$ cat config.mk
export PLATFORM = sky130hd
export DESIGN_NAME = pwmclk_gen
export DESIGN_NICKNAME = d
export VERILOG_FILES = /design/src/rtl/pwmclk_pkg.sv /design/src/rtl/pwmclk_prescale.sv /design/src/rtl/pwmclk_lindiv.sv /design/src/rtl/pwmclk_chsel.sv /design/src/rtl/pwmclk_gen.sv
export SDC_FILE = /design/constraint.sdc
export NUM_CORES = 1
export LEC_CHECK = 0
export ABC_CLOCK_PERIOD_IN_PS = 2600
export BUFFER_PORTS_ARGS = -buffer_cell sky130_fd_sc_hd__buf_2
export CAP_MARGIN = 20
export CELL_PAD_IN_SITES_DETAIL_PLACEMENT = 1
export CELL_PAD_IN_SITES_GLOBAL_PLACEMENT = 1
export CORE_MARGIN = 1.5
export CORE_UTILIZATION = 30
export DETAILED_ROUTE_END_ITERATION = 8
export HOLD_SLACK_MARGIN = 0.05
export PLACE_DENSITY_LB_ADDON = 0.1
export SLEW_MARGIN = 15
export SYNTH_ARGS = -nofsm -noshare
export SYNTH_HDL_FRONTEND = slang
export SYNTH_SLANG_ARGS = --single-unit
$ cat constraint.sdc
create_clock -name clk -period 2.6 [get_ports clk]
set_input_delay 0.52 -clock clk [delete_from_list [all_inputs] [get_ports clk]]
set_output_delay 0.52 -clock clk [all_outputs]
set_load 0.02 [all_outputs]
$ cat src/rtl/pwmclk_pkg.sv
package pwmclk_pkg;

  localparam int FIELD_W = 16;
  localparam int DIV_W   = 8;
  localparam int MUX_W   = 4;
  localparam int SRC_W   = 4;
  localparam int RSVD_W  = FIELD_W - DIV_W - MUX_W;

  localparam logic [SRC_W-1:0]   SRC_GEN_A  = 4'd11;
  localparam logic [SRC_W-1:0]   SRC_GEN_B  = 4'd12;
  localparam logic [FIELD_W-1:0] FIELD_KEEP = 16'h0FFF;

  typedef struct packed {
    logic [RSVD_W-1:0] rsvd;
    logic [MUX_W-1:0]  mux;
    logic [DIV_W-1:0]  div;
  } genfield_t;

  function automatic logic src_code_ok(input logic [SRC_W-1:0] code);
    return code <= SRC_GEN_B;
  endfunction

endpackage

$ cat src/rtl/pwmclk_prescale.sv
module pwmclk_prescale #(
  parameter int NTAP = 11
) (
  input  logic            clk,
  input  logic            rst,
  output logic [NTAP-1:0] tap_q
);
  localparam int CW = (NTAP > 1) ? NTAP - 1 : 1;

  logic [CW-1:0]   cnt;
  logic [NTAP-1:0] tap_d;

  always_ff @(posedge clk) begin
    if (rst) cnt <= '0;
    else     cnt <= cnt + 1'b1;
  end

  for (genvar k = 0; k < NTAP; k++) begin : g_tap
    if (k == 0) begin : g_base
      assign tap_d[k] = 1'b1;
    end else begin : g_and
      assign tap_d[k] = &cnt[k-1:0];
    end
  end

  always_ff @(posedge clk) begin
    if (rst) tap_q <= '0;
    else     tap_q <= tap_d;
  end

  AST_CNT_STEP: assert property (@(posedge clk) disable iff (rst)
    !$past(rst) |-> cnt == $past(cnt) + 1'b1);

  for (genvar k = 1; k < NTAP; k++) begin : g_nest
    AST_TAP_NESTED: assert property (@(posedge clk) disable iff (rst)
      tap_q[k] |-> tap_q[k-1]);
  end

endmodule

$ cat src/rtl/pwmclk_lindiv.sv
module pwmclk_lindiv #(
  parameter int NTAP  = 11,
  parameter int DIV_W = 8,
  parameter int MUX_W = 4
) (
  input  logic             clk,
  input  logic             rst,
  input  logic [NTAP-1:0]  tap,
  input  logic [MUX_W-1:0] mux,
  input  logic [DIV_W-1:0] div,
  input  logic             restart,
  output logic             tick_q
);
  logic             tap_sel;
  logic [DIV_W-1:0] dcnt;
  logic             at_end;
  logic             wrap;

  always_comb begin
    tap_sel = 1'b0;
    for (int k = 0; k < NTAP; k++) begin
      if (mux == MUX_W'(k)) tap_sel = tap[k];
    end
  end

  assign at_end = (div != '0) && (dcnt == div - 1'b1);
  assign wrap   = (div == '0) || (dcnt >= div - 1'b1);

  always_ff @(posedge clk) begin
    if (rst || restart)  dcnt <= '0;
    else if (tap_sel)    dcnt <= wrap ? '0 : dcnt + 1'b1;
  end

  always_ff @(posedge clk) begin
    if (rst) tick_q <= 1'b0;
    else     tick_q <= tap_sel && at_end;
  end

  AST_DIV_ZERO_QUIET: assert property (@(posedge clk) disable iff (rst)
    (div == '0) |=> !tick_q);
  AST_MUX_RANGE: assert property (@(posedge clk) disable iff (rst)
    (mux >= MUX_W'(NTAP)) |=> !tick_q);
  AST_TICK_NEEDS_TAP: assert property (@(posedge clk) disable iff (rst)
    tick_q |-> $past(tap_sel));

endmodule

$ cat src/rtl/pwmclk_chsel.sv
module pwmclk_chsel
  import pwmclk_pkg::*;
#(
  parameter int NTAP = 11
) (
  input  logic             clk,
  input  logic             rst,
  input  logic [NTAP-1:0]  tap,
  input  logic [1:0]       gen_tick,
  input  logic             wr,
  input  logic [SRC_W-1:0] wdata,
  output logic [SRC_W-1:0] code_q,
  output logic             tick_q
);
  logic sel;

  always_ff @(posedge clk) begin
    if (rst)                          code_q <= '0;
    else if (wr && src_code_ok(wdata)) code_q <= wdata;
  end

  always_comb begin
    sel = 1'b0;
    for (int k = 0; k < NTAP; k++) begin
      if (code_q == SRC_W'(k)) sel = tap[k];
    end
    if (code_q == SRC_GEN_A) sel = gen_tick[0];
    if (code_q == SRC_GEN_B) sel = gen_tick[1];
  end

  always_ff @(posedge clk) begin
    if (rst) tick_q <= 1'b0;
    else     tick_q <= sel;
  end

  AST_SRC_LEGAL: assert property (@(posedge clk) disable iff (rst)
    code_q <= SRC_GEN_B);
  AST_BAD_CODE_HELD: assert property (@(posedge clk) disable iff (rst)
    (wr && !src_code_ok(wdata)) |=> $stable(code_q));
  AST_FOLLOW_GEN_A: assert property (@(posedge clk) disable iff (rst)
    (code_q == SRC_GEN_A) |=> (tick_q == $past(gen_tick[0])));

endmodule

$ cat src/rtl/pwmclk_gen.sv
module pwmclk_gen
  import pwmclk_pkg::*;
#(
  parameter int NCH  = 4,
  parameter int NTAP = 11
) (
  input  logic               clk,
  input  logic               rst,
  input  logic [1:0]         cfg_we,
  input  logic [31:0]        cfg_wdata,
  output logic [31:0]        cfg_rdata,
  input  logic [NCH-1:0]     src_wr,
  input  logic [SRC_W-1:0]   src_wdata,
  output logic [NCH*SRC_W-1:0] src_sel,
  output logic [1:0]         div_tick,
  output logic [NCH-1:0]     ch_tick
);
  localparam int NGEN = 2;

  logic [NTAP-1:0] tap;

  pwmclk_prescale #(.NTAP(NTAP)) u_prescale (
    .clk   (clk),
    .rst   (rst),
    .tap_q (tap)
  );

  for (genvar d = 0; d < NGEN; d++) begin : g_gen
    genfield_t field_q;

    always_ff @(posedge clk) begin
      if (rst)            field_q <= '0;
      else if (cfg_we[d]) field_q <= cfg_wdata[d*FIELD_W +: FIELD_W] & FIELD_KEEP;
    end

    assign cfg_rdata[d*FIELD_W +: FIELD_W] = field_q;

    pwmclk_lindiv #(.NTAP(NTAP), .DIV_W(DIV_W), .MUX_W(MUX_W)) u_div (
      .clk     (clk),
      .rst     (rst),
      .tap     (tap),
      .mux     (field_q.mux),
      .div     (field_q.div),
      .restart (cfg_we[d]),
      .tick_q  (div_tick[d])
    );
  end

  for (genvar i = 0; i < NCH; i++) begin : g_ch
    pwmclk_chsel #(.NTAP(NTAP)) u_sel (
      .clk      (clk),
      .rst      (rst),
      .tap      (tap),
      .gen_tick (div_tick),
      .wr       (src_wr[i]),
      .wdata    (src_wdata),
      .code_q   (src_sel[i*SRC_W +: SRC_W]),
      .tick_q   (ch_tick[i])
    );
  end

  AST_RSVD_ZERO: assert property (@(posedge clk) disable iff (rst)
    (cfg_rdata[15:12] == 4'd0) && (cfg_rdata[31:28] == 4'd0));
  AST_HALF_B_KEPT: assert property (@(posedge clk) disable iff (rst)
    (cfg_we == 2'b01) |=> (cfg_rdata[31:16] == $past(cfg_rdata[31:16])));
  AST_HALF_A_KEPT: assert property (@(posedge clk) disable iff (rst)
    (cfg_we == 2'b10) |=> (cfg_rdata[15:0] == $past(cfg_rdata[15:0])));

endmodule

# Word-level counts from Yosys, hierarchy flattened
# Index checks and enable logic that the tools add are counted.
# word_totals
inputBits	44
wordCells	205
regBits	83
out_inout_bits	54
# op_classes
add_sub_neg	5
n_reduce_logical	31
n_eq_ne	70
magnitude_cmp	3
mux	77
# ops
cell	count
$eq A4 B4 Y1 const B	26
$eq A4 B3 Y1 const B	24
$mux W1	75
$eq A4 B2 Y1 const B	12
$eq A4 B1 Y1 const B	6
$logic_not A4 Y1	6
$add A8 B1 Y8 const B	2
$eq A8 B8 Y1	2
$ge A8 B8 Y1	2
$logic_not A8 Y1	2
$mux W8	2
$reduce_bool A8 Y1	2
$sub A8 B1 Y8 const B	2
$add A10 B1 Y10 const B	1
$reduce_and A10 Y1	1
$reduce_and A9 Y1	1
$logic_and A1 B1 Y1	8
$reduce_and A8 Y1	1
$reduce_and A7 Y1	1
$reduce_and A6 Y1	1
$reduce_and A5 Y1	1
$le A4 B4 Y1 const B	1
$logic_or A1 B1 Y1	4
$reduce_and A4 Y1	1
2 further kinds	2

# Logic depth before layout (Yosys ltp)
# Gate-level depths: netlist of run 1.
# logic_depth
depth_word	14
ltp_mapped	12
ltp_nobuf	11

# Modules after synthesis
# Synthesis of run 1 repeated with hierarchy kept, for this count alone.
# unflattened
hier_cells	491
hier_area_um2	4765.8
# modules_own_cells
module	seq_area_each_um2	area_each_um2	instances	cells_per_inst
pwmclk_lindiv	180.2	910.9	2	100
pwmclk_chsel	100.1	331.6	4	35
pwmclk_gen	480.5	907.1	1	85
pwmclk_prescale	420.4	710.7	1	66

# Worst setup path before layout of run 1
# OpenSTA, ideal clock, no wires.
# synth_timing
path_type	reg-to-reg
start	register g_gen[0].field_q (netlist bit cfg_rdata[2])
end	register g_gen[0].u_div.dcnt[0]
path_buffers	1
path_slack_ns	0.010
stages_incl_launch_ff	10
required_time_ns	2.512
arrival_ns	2.503
period_less_slack_ns	2.590
setup_ns	0.088
path_cell_list	dfxtp_1 -> or4_1 -> nor4_1 -> xnor2_1 -> ha_1 -> nand4_1 -> o31a_1 -> clkbuf_1 -> nand3b_1 -> o31ai_1
# synth_between
elab_chain_len	4
elab_cells_between_ends	5
classes_between	add/sub (1); order compare (1); mux (1); reduce/logical (2)
# synth_rtl
element	line	source
start: declaration	pwmclk_gen.sv:29	genfield_t field_q;
start signal: assignment	pwmclk_gen.sv:33	else if (cfg_we[d]) field_q <= cfg_wdata[d*FIELD_W +: FIELD_W] & FIELD_KEEP;
$sub A8 B1 Y8	pwmclk_lindiv.sv:27	assign wrap = (div == '0) || (dcnt >= div - 1'b1);
$ge A8 B8 Y1	pwmclk_lindiv.sv:27	
$logic_or A1 B1 Y1 *	pwmclk_lindiv.sv:27	
$mux W8 *	pwmclk_lindiv.sv:31	else if (tap_sel) dcnt <= wrap ? '0 : dcnt + 1'b1;
end signal: assignment	pwmclk_lindiv.sv:31	
end: declaration	pwmclk_lindiv.sv:15	logic [DIV_W-1:0] dcnt;
# Mark *: on every way between the ends. The rest lies on a longest branch, timed or not.
# A chain may end at the register's enable or synchronous reset.

# Worst setup path after layout of run 1
# layout_timing
start	register g_gen[0].field_q (netlist bit cfg_rdata[2])
end	register g_gen[0].u_div.dcnt[4]
# The elaborated chain is that of the path after synthesis.

==> flow_summary.json, run 1 <==
{
  "outcome": "completed",
  "slew_limit_fails": 0,
  "cp_slowest_stage_delay_ns": 0.54,
  "cts_resized": 0,
  "critical_path.most_common_cell": "sky130_fd_sc_hd__buf_4",
  "max_clock_freq_mhz": 410,
  "ys_seq_elements": 83,
  "setup-violations-final": 0,
  "ant_nets": 0,
  "path_cells": "or4_4, buf_4, nor2_1, xnor2_1, ha_2, nand4_1, o31a_1, buf_4, a31oi_1, o22ai_1",
  "grt.total_usage_pct": 16.3,
  "path_clk_slew_ns": 0.06,
  "asyncSetResetFlopFracSynth_pct": 0,
  "width_of_the_chip_microns": 125,
  "dp_cells": 714,
  "synth_sequential_area_ratio_pct": 37.2,
  "ant_diodes": 0,
  "clock_skew_ns": 0.00933,
  "gpl.final_weighted_congestion": 0.772,
  "tritoncts": "built",
  "synth_ff_type": "sky130_fd_sc_hd__dfxtp_1",
  "design.die.area_sq_um": 15600,
  "nets": 611,
  "grt_antenna_before_repair": 0,
  "numPortBuffers": 81,
  "drtPass1Iterations": 4,
  "cp-endpoint": "g_gen[0].u_div.dcnt[4]",
  "finalCriticalPeriod_ns": 2.44,
  "vdd_drop_max_uv": 301,
  "first_pass_grt_wire_length_microns": 20200,
  "worst_ep_required_time_ns": 2.83,
  "grt_setup_unrepaired": "yes",
  "holdCritPathClass": "input pin to flip-flop",
  "grt-ovfl-total": 0,
  "detailedPlacementHpwl_microns": 9360,
  "reg2reg_setup_slack_ns": 0.16,
  "finalCritPeriodShare_pct": 93.8,
  "total_via_count_after_detailed_routing": 3725,
  "area.growth.synth_to_final_pct": 22.6,
  "clk_latency_ns": 0.34,
  "synth.cell_area_sq_um": 4460,
  "drc": 0,
  "cts_max_path_buffers": 2,
  "edff_count_synth": 0,
  "die-height_microns": 125,
  "final-instance-count-excl-fill": 730,
  "coreArea_sq_um": 14500,
  "multiInputGateArea_sq_um": 2640,
  "ioPinCount": 98,
  "cts-hold-fix-buffers": 0,
  "route.detailed.vias_per_inst": 5.10,
  "totalWireLength_microns": 12300,
  "power.leakage_nw": 2.34,
  "crit-reg2reg-launch": "cfg_rdata[2]",
  "timing.max_cap.violations": 0,
  "clock_tree.htree_level_count": 3,
  "rr_endpoint": "g_gen[0].u_div.dcnt[4]",
  "ctsRootBufferMaster": "sky130_fd_sc_hd__clkbuf_16",
  "grt_start_max_net_pins": 31,
  "startpoint_type": "flip-flop",
  "tightestPinTransition_ns": 0.581,
  "path_max_fanout": 5,
  "crit_path_top_delay_cell": "sky130_fd_sc_hd__or4_4",
  "setup-tns-final_ns": 0,
  "grt_pass1_vias": 3849,
  "wl_per_instance_microns": 16.9,
  "cts_made_buffers": 9,
  "postSynthCellCount": 447,
  "num_rows": 44,
  "cp.arrival_ns": 2.67,
  "syn_avg_cell_area_sq_um": 9.98,
  "cts_num_sinks": 83,
  "dr.first_iter.drc_count": 132,
  "ys.warnings.count": 0,
  "cell_pwr_density_nw_per_um2": 577,
  "slew-limit-headroom_pct": 61.1,
  "drive_above_1_share_pct": 30.6,
  "setup.worst_path.end_class": "flip-flop",
  "count_of_buffers_added_by_post_cts_timing_repair_for_setup": 0,
  "ff2ff_path_depth": 10,
  "hold_slack_ns": 0.413,
  "floorplan.initialDensity_pct": 30.7,
  "nFillCells": 1693,
  "report.final.hold_viol_count": 0,
  "worst-setup-path-type": "flip-flop to flip-flop",
  "worst_setup_path_startpoint": "cfg_rdata[2]",
  "yosys.cell_types.count": 59,
  "sequential_cell_area_sq_um": 1660
}
how the worst min path moves through the flow:
stage / start / end / slack, ns / depth (start not counted)
global route: cfg_wdata[26] / cfg_rdata[26] / 0.42 / 3
floorplan: u_prescale.cnt[0] / u_prescale.cnt[0] / 0.42 / 1
detailed placement: u_prescale.cnt[0] / u_prescale.cnt[0] / 0.46 / 1
global placement: u_prescale.cnt[0] / u_prescale.cnt[0] / 0.45 / 1
CTS: cfg_wdata[24] / cfg_rdata[24] / 0.41 / 3
finish: cfg_wdata[7] / cfg_rdata[7] / 0.41 / 3
registers in the layout, indices dropped and copies added (netlist names):
name and count:
g_ch.u_sel.code_q 16, u_prescale.tap_q 11, u_prescale.cnt 10, g_gen.u_div.dcnt 16
g_ch.u_sel.tick_q 4, g_gen.u_div.tick_q 2, cfg_rdata 24
cell families after synthesis:
group / synth area share [%]
simple gates: 19.3
compound gates: 10.2
other cells: 0.0840
fa+ha+maj: 7.29
xor+xnor: 3.92
flops: 37.2
buf+inv: 5.27
mux: 16.7
critical path: cells and delay by family, from the launching register on:
family,cells,cell delay [ns]
xor gates and xnor gates,1,0.08
buffers and inverters,2,0.33
AOI/OAI and AO/OA,3,0.54
DFF,1,0.31
adders and majority gates,1,0.33
and+or+nand+nor,3,0.74
metrics by stage:
stage	instance area [sq um]	worst slack (ns)	utilization (%)	power, mW
6_report	5470	0.162	37.6	3.16
3_3_place_gp	5140	0.0604	35.3	1.93
4_1_cts	5420	0.0233	37.3	3.19
5_1_grt	5470	-0.00166	37.6	3.32
3_5_place_dp	5140	0.0321	35.3	1.95
2_1_floorplan	4490	0.00974	-	1.76
Yosys cell counts (7+ instances only):
library cell,instances,area [sq um]
sky130_fd_sc_hd__nor2b_1,12,75.1
sky130_fd_sc_hd__mux2i_1,28,280
sky130_fd_sc_hd__or3_1,8,50.1
sky130_fd_sc_hd__buf_4,14,105
sky130_fd_sc_hd__and3_1,11,68.8
sky130_fd_sc_hd__xnor2_1,15,131
sky130_fd_sc_hd__a211oi_1,7,52.6
sky130_fd_sc_hd__inv_1,16,60.1
sky130_fd_sc_hd__and2_1,7,43.8
sky130_fd_sc_hd__dfxtp_1,83,1660
sky130_fd_sc_hd__clkbuf_1,8,30.0
sky130_fd_sc_hd__nand3_1,16,80.1
sky130_fd_sc_hd__nor2_1,40,150
sky130_fd_sc_hd__mux4_2,18,405
sky130_fd_sc_hd__nand2_1,26,97.6
sky130_fd_sc_hd__nand4_1,7,43.8
sky130_fd_sc_hd__a21oi_1,16,80.1
sky130_fd_sc_hd__ha_1,26,325
layer usage:
metal	GRT usage [%]	vias to the layer above	wire length, microns
li1	-	1798	-
met5	0	-	0
met4	6.02	0	195
met3	2.87	14	490
met2	27.5	72	6040
met1	20.9	1841	5600
cells in the final DEF (no fill, tap or decap), types with 6 or more instances in the layout:
cell type	instances
sky130_fd_sc_hd__xnor2_1	15
sky130_fd_sc_hd__a21oi_1	16
sky130_fd_sc_hd__buf_4	25
sky130_fd_sc_hd__dfxtp_1	81
sky130_fd_sc_hd__or3_1	8
sky130_fd_sc_hd__o22ai_1	6
sky130_fd_sc_hd__nand2_1	26
sky130_fd_sc_hd__ha_1	25
sky130_fd_sc_hd__nor2b_1	12
sky130_fd_sc_hd__nand3_1	16
sky130_fd_sc_hd__inv_1	16
sky130_fd_sc_hd__and2_1	7
sky130_fd_sc_hd__a211oi_1	7
sky130_fd_sc_hd__nor2_1	40
sky130_fd_sc_hd__conb_1	8
sky130_fd_sc_hd__mux2i_1	28
sky130_fd_sc_hd__nand4_1	7
sky130_fd_sc_hd__clkbuf_16	9
sky130_fd_sc_hd__buf_2	81
sky130_fd_sc_hd__and3_1	11
sky130_fd_sc_hd__mux4_2	18
power breakdown:
group	switching, mW	internal, mW
clock	0.533	0.697
combinational	0.298	0.242
sequential	0.0652	1.32
total	0.896	2.26
cell type report:
cell class | count | area share (%)
Clock inverter | 4 | 0.457
Clock buffer | 12 | 4.69
Tap cell | 184 | 4.21
Multi-Input combinational cell | 325 | 48.3
Inverter | 16 | 1.10
Timing Repair Buffer | 106 | 10.8
Sequential cell | 83 | 30.4
Note: power is estimated with default switching activity, not from simulation.
==> run 2, diff against run 1 <==
--- a/config.mk
+++ b/config.mk
@@ -12,6 +12,7 @@
 export CELL_PAD_IN_SITES_GLOBAL_PLACEMENT = 1
 export CORE_MARGIN = 1.5
 export CORE_UTILIZATION = 30
+export CTS_BUF_LIST = sky130_fd_sc_hd__clkbuf_8
 export DETAILED_ROUTE_END_ITERATION = 8
 export HOLD_SLACK_MARGIN = 0.05
 export PLACE_DENSITY_LB_ADDON = 0.1
==> flow_summary.json, run 2 (synthesis results as in run 1) <==
{
  "outcome": "completed",
  "vdd_drop_max_uv": 191,
  "slew_limit_fails": 0,
  "cts_made_buffers": 9,
  "design.die.area_sq_um": 15600,
  "layout.cells.most_common_list": "81 x sky130_fd_sc_hd__dfxtp_1, 81 x sky130_fd_sc_hd__buf_2, 40 x sky130_fd_sc_hd__nor2_1",
  "largest_reg_flops": 24,
  "count_of_buffers_added_by_post_cts_timing_repair_for_setup": 0,
  "startpoint_type": "flip-flop",
  "ioPinCount": 98,
  "setup-tns-final_ns": 0,
  "cp_slowest_stage_delay_ns": 0.54,
  "cts_max_path_buffers": 2,
  "finalCriticalPeriod_ns": 2.45,
  "nFillCells": 1702,
  "grt_pass1_vias": 3848,
  "max_clock_freq_mhz": 408,
  "numPortBuffers": 81,
  "grt_setup_unrepaired": "yes",
  "slew-limit-headroom_pct": 60.7,
  "width_of_the_chip_microns": 125,
  "ant_nets": 0,
  "area.growth.synth_to_final_pct": 20.9,
  "first_pass_grt_wire_length_microns": 20200,
  "wl_per_instance_microns": 16.9,
  "total_via_count_after_detailed_routing": 3699,
  "nets": 611,
  "sequential_cell_area_sq_um": 1660,
  "report.final.hold_viol_count": 0,
  "grt_antenna_before_repair": 0,
  "clock_tree.htree_level_count": 3,
  "setup.worst_path.end_class": "flip-flop",
  "worst_ep_required_time_ns": 2.86,
  "floorplan.initialDensity_pct": 30.7,
  "grt_start_max_net_pins": 31,
  "tightestPinTransition_ns": 0.587,
  "placed_area_sq_um": 5140,
  "power.leakage_nw": 2.31,
  "detailedPlacementHpwl_microns": 9360,
  "worst-setup-path-type": "flip-flop to flip-flop",
  "ctsRootBufferMaster": "sky130_fd_sc_hd__clkbuf_8",
  "design_area_sq_um": 5400,
  "totalWireLength_microns": 12300,
  "crit_path_top_delay_cell": "sky130_fd_sc_hd__or4_4",
  "clock_skew_ns": 0.00773,
  "cts-hold-fix-buffers": 0,
  "grt.total_usage_pct": 16.3,
  "finalCritPeriodShare_pct": 94.4,
  "drtPass1Iterations": 4,
  "ant_diodes": 0,
  "gpl.final_weighted_congestion": 0.772,
  "path_clk_slew_ns": 0.08,
  "coreArea_sq_um": 14500,
  "dr.first_iter.drc_count": 115,
  "setup-violations-final": 0,
  "cts_num_sinks": 83,
  "die-height_microns": 125,
  "cell_pwr_density_nw_per_um2": 522,
  "drc": 0,
  "drive_above_1_share_pct": 31.1,
  "route.detailed.vias_per_inst": 5.07,
  "clk_latency_ns": 0.37,
  "multiInputGateArea_sq_um": 2660,
  "grt-ovfl-total": 0,
  "path_max_fanout": 5,
  "path_cells": "or4_4, buf_4, nor2_1, xnor2_1, ha_2, nand4_1, o31a_1, buf_6, a31oi_1, o22ai_1",
  "tritoncts": "built",
  "num_rows": 44,
  "total_power_mw": 2.81,
  "cp.arrival_ns": 2.71,
  "holdCritPathClass": "input pin to flip-flop",
  "timing.max_cap.violations": 0
}
==> run 2: per-layer routing <==
layer / GRT usage [%] / part of all wire (%) / wire [microns] / up-vias
li1: - / - / - / 1796
met1: 21.0 / 45 / 5590 / 1828
met2: 27.4 / 49 / 6040 / 63
met3: 2.61 / 3.9 / 474 / 12
met4: 6.22 / 1.6 / 203 / 0
met5: 0 / 0 / 0 / -
==> run 2: report_power, final <==
group / internal [mW] / leakage (nW) / switching (mW) / total, mW
combinational: 0.244 / 1.53 / 0.299 / 0.543
sequential: 1.32 / 0.679 / 0.0648 / 1.39
clock: 0.393 / 0.0925 / 0.492 / 0.885
==> run 2: metrics by stage <==
stage | utilization (%) | setup WS (ns) | std cells | hold WS (ns)
after floorplan | - | 0.00974 | 454 | 0.421
after global placement | 35.3 | 0.0604 | 714 | 0.446
after detailed placement | 35.3 | 0.0321 | 714 | 0.457
final | 37.1 | 0.146 | 730 | 0.385
after CTS | 36.6 | 0.0181 | 730 | 0.367
after global routing | 37.1 | -0.000665 | 730 | 0.385
==> run 2: timing repair <==
item                                    in CTS  in global routing
endpoints found under the setup margin       1                 15
pin swaps                                    0                  4
resized for setup                            1                 15
==> run 2: final cells by class <==
cell class	count	share of cell area (%)
multi-input combinational	325	49.3
timing repair buffer	106	11.1
sequential	83	30.8
tap	184	4.27
clock buffer	11	2.81
inverter	16	1.11
clock inverter	5	0.533
==> run 2: final timing paths <==
path         depth (start not counted)                     end  slack [ns]               from
min reg2reg                          1       u_prescale.cnt[0]        0.47  u_prescale.cnt[0]
min                                  3            cfg_rdata[7]        0.39       cfg_wdata[7]
max                                 10  g_gen[0].u_div.dcnt[4]        0.15       cfg_rdata[2]
max reg2reg                         10  g_gen[0].u_div.dcnt[4]        0.15       cfg_rdata[2]
==> run 2: worst max-delay path: cells and delay by family, from the launching register on <==
family,cells,cell delay (ns)
AO/OA/AOI/OAI,3,0.58
buffers and inverters,2,0.31
XOR/XNOR,1,0.09
flip-flops,1,0.31
AND/OR/NAND/NOR,3,0.74
adder cells (fa/ha/maj),1,0.33
==> run 3, diff against run 2 <==
--- a/config.mk
+++ b/config.mk
@@ -6,7 +6,6 @@
 export NUM_CORES = 1
 export LEC_CHECK = 0
 export ABC_CLOCK_PERIOD_IN_PS = 2600
-export BUFFER_PORTS_ARGS = -buffer_cell sky130_fd_sc_hd__buf_2
 export CAP_MARGIN = 20
 export CELL_PAD_IN_SITES_DETAIL_PLACEMENT = 1
 export CELL_PAD_IN_SITES_GLOBAL_PLACEMENT = 1
@@ -14,6 +13,7 @@
 export CORE_UTILIZATION = 30
 export CTS_BUF_LIST = sky130_fd_sc_hd__clkbuf_8
 export DETAILED_ROUTE_END_ITERATION = 8
+export DONT_BUFFER_PORTS = 1
 export HOLD_SLACK_MARGIN = 0.05
 export PLACE_DENSITY_LB_ADDON = 0.1
 export SLEW_MARGIN = 15
==> flow_summary.json, run 3 (synthesis results as in run 1) <==
{
  "grt_setup_unrepaired": "yes",
  "path_max_fanout": 5,
  "outcome": "completed",
  "drive_above_1_share_pct": 23.6,
  "totalWireLength_microns": 12000,
  "area.growth.synth_to_final_pct": 15.3,
  "design_area_sq_um": 5140,
  "grt-ovfl-total": 0,
  "grt.total_usage_pct": 16.4,
  "setup-violations-final": 0,
  "slew_limit_fails": 0,
  "total_via_count_after_detailed_routing": 3466,
  "ctsRootBufferMaster": "sky130_fd_sc_hd__clkbuf_8",
  "total_power_mw": 2.81,
  "clock_tree.htree_level_count": 3,
  "switching_share_pct": 29.3,
  "dr.first_iter.drc_count": 164,
  "max_clock_freq_mhz": 406,
  "tritoncts": "built",
  "width_of_the_chip_microns": 125,
  "final-instance-count-excl-fill": 663,
  "crit_family": "simple AND/OR/NAND/NOR gates",
  "slew-limit-headroom_pct": 63.5,
  "mostFrequentLayoutCell": "sky130_fd_sc_hd__dfxtp_1",
  "comb_power_share_pct": 16.2,
  "design.die.area_sq_um": 15600,
  "vdd_drop_max_uv": 241,
  "finalCritPeriodShare_pct": 94.8,
  "num_rows": 44,
  "setup-tns-final_ns": 0,
  "clock_skew_ns": 0.00913,
  "coreArea_sq_um": 14500,
  "sw_pwr_mw": 0.823,
  "timing.max_cap.violations": 0,
  "cp_slowest_stage_delay_ns": 0.56,
  "tightestPinTransition_ns": 0.546,
  "layout.cells.most_common_list": "79 x sky130_fd_sc_hd__dfxtp_1, 39 x sky130_fd_sc_hd__nor2_1, 39 x sky130_fd_sc_hd__buf_4",
  "report.final.hold_viol_count": 0,
  "ant_nets": 0,
  "die-height_microns": 125,
  "path_clk_slew_ns": 0.09,
  "floorplan.initialDensity_pct": 30.7,
  "finalCriticalPeriod_ns": 2.47,
  "crit_path_top_delay_cell": "sky130_fd_sc_hd__or4_4",
  "holdCritPathClass": "input pin to flip-flop",
  "worst_ep_required_time_ns": 2.86,
  "power.clock.fraction_pct": 33.3,
  "first_pass_grt_wire_length_microns": 20200,
  "startpoint_type": "flip-flop",
  "cts_max_path_buffers": 2,
  "cp.arrival_ns": 2.72,
  "grt_start_max_net_pins": 62,
  "clk_latency_ns": 0.37,
  "worst-setup-path-type": "flip-flop to flip-flop",
  "dp_worst_setup_slack_ns": -0.0774,
  "cts_num_sinks": 83,
  "setup.worst_path.end_class": "flip-flop",
  "final_critical_path_setup_slack_ns": 0.135,
  "nets": 545,
  "hold_slack_ns": 0.221,
  "layout.core_utilization_pct": 35.4,
  "cts_made_buffers": 9,
  "gpl.final_weighted_congestion": 0.770,
  "route.detailed.vias_per_inst": 5.23,
  "grt_pass1_vias": 3725,
  "detailedPlacementHpwl_microns": 9010,
  "path_cells": "or4_4, buf_6, nor2_4, xnor2_2, ha_2, nand4_1, o31a_1, buf_4, a31oi_2, o22ai_1",
  "ant_diodes": 0,
  "dp_cells": 641,
  "drtPass1Iterations": 4,
  "p_int_mw": 1.99,
  "largest_reg_flops": 24,
  "buffer_and_inverter_count_on_the_worst_path": 2,
  "power.sequential.fraction_pct": 50.5,
  "wl_per_instance_microns": 18.1,
  "power.leakage_nw": 2.02,
  "grt_antenna_before_repair": 0,
  "numPortBuffers": 0,
  "drc": 0,
  "ioPinCount": 98,
  "placed_area_sq_um": 4790,
  "cell_pwr_density_nw_per_um2": 546
}
-- run 3: path summary, 6_finish.rpt --
path                                  to  cells past startpoint              start  slack (ns)
setup / recovery  g_gen[0].u_div.dcnt[6]                     10       cfg_rdata[5]        0.13
hold / removal             cfg_rdata[27]                      1                rst        0.22
setup reg to reg  g_gen[0].u_div.dcnt[6]                     10       cfg_rdata[5]        0.13
hold reg to reg        u_prescale.cnt[0]                      1  u_prescale.cnt[0]        0.46
-- run 3: per-layer routing --
| layer | track usage (%) | wire [microns] |
|---|---|---|
| met5 | 0 | 0 |
| met4 | 4.68 | 163 |
| met3 | 5.56 | 680 |
| met2 | 27.1 | 5860 |
| met1 | 20.3 | 5330 |
-- run 3: repair_timing --
action / CTS / global route
resized for setup: 1 / 25
pin swaps: 0 / 5
hold buffers: 0 / 0
setup endpoints to repair: 7 / 17
setup buffers: 3 / 4
-- run 3: power groups by stage --
stage | clock [mW] | sequential, mW | combinational, mW
CTS | 0.983 | 1.42 | 0.431
global placement | 0 | 1.45 | 0.408
floorplan | 0 | 1.45 | 0.311
finish | 0.936 | 1.42 | 0.454
detailed placement | 0 | 1.45 | 0.419
global route | 1.03 | 1.43 | 0.508
-- run 3: cell type report --
cell class                      count  area (sq um)
Sequential cell                    83          1670
Tap cell                          184           230
Inverter                           16          60.1
Clock inverter                      6          67.6
Multi-Input combinational cell    325          2690
Clock buffer                        9           124
Timing Repair Buffer               40           304
Fill cell                        1683          9390
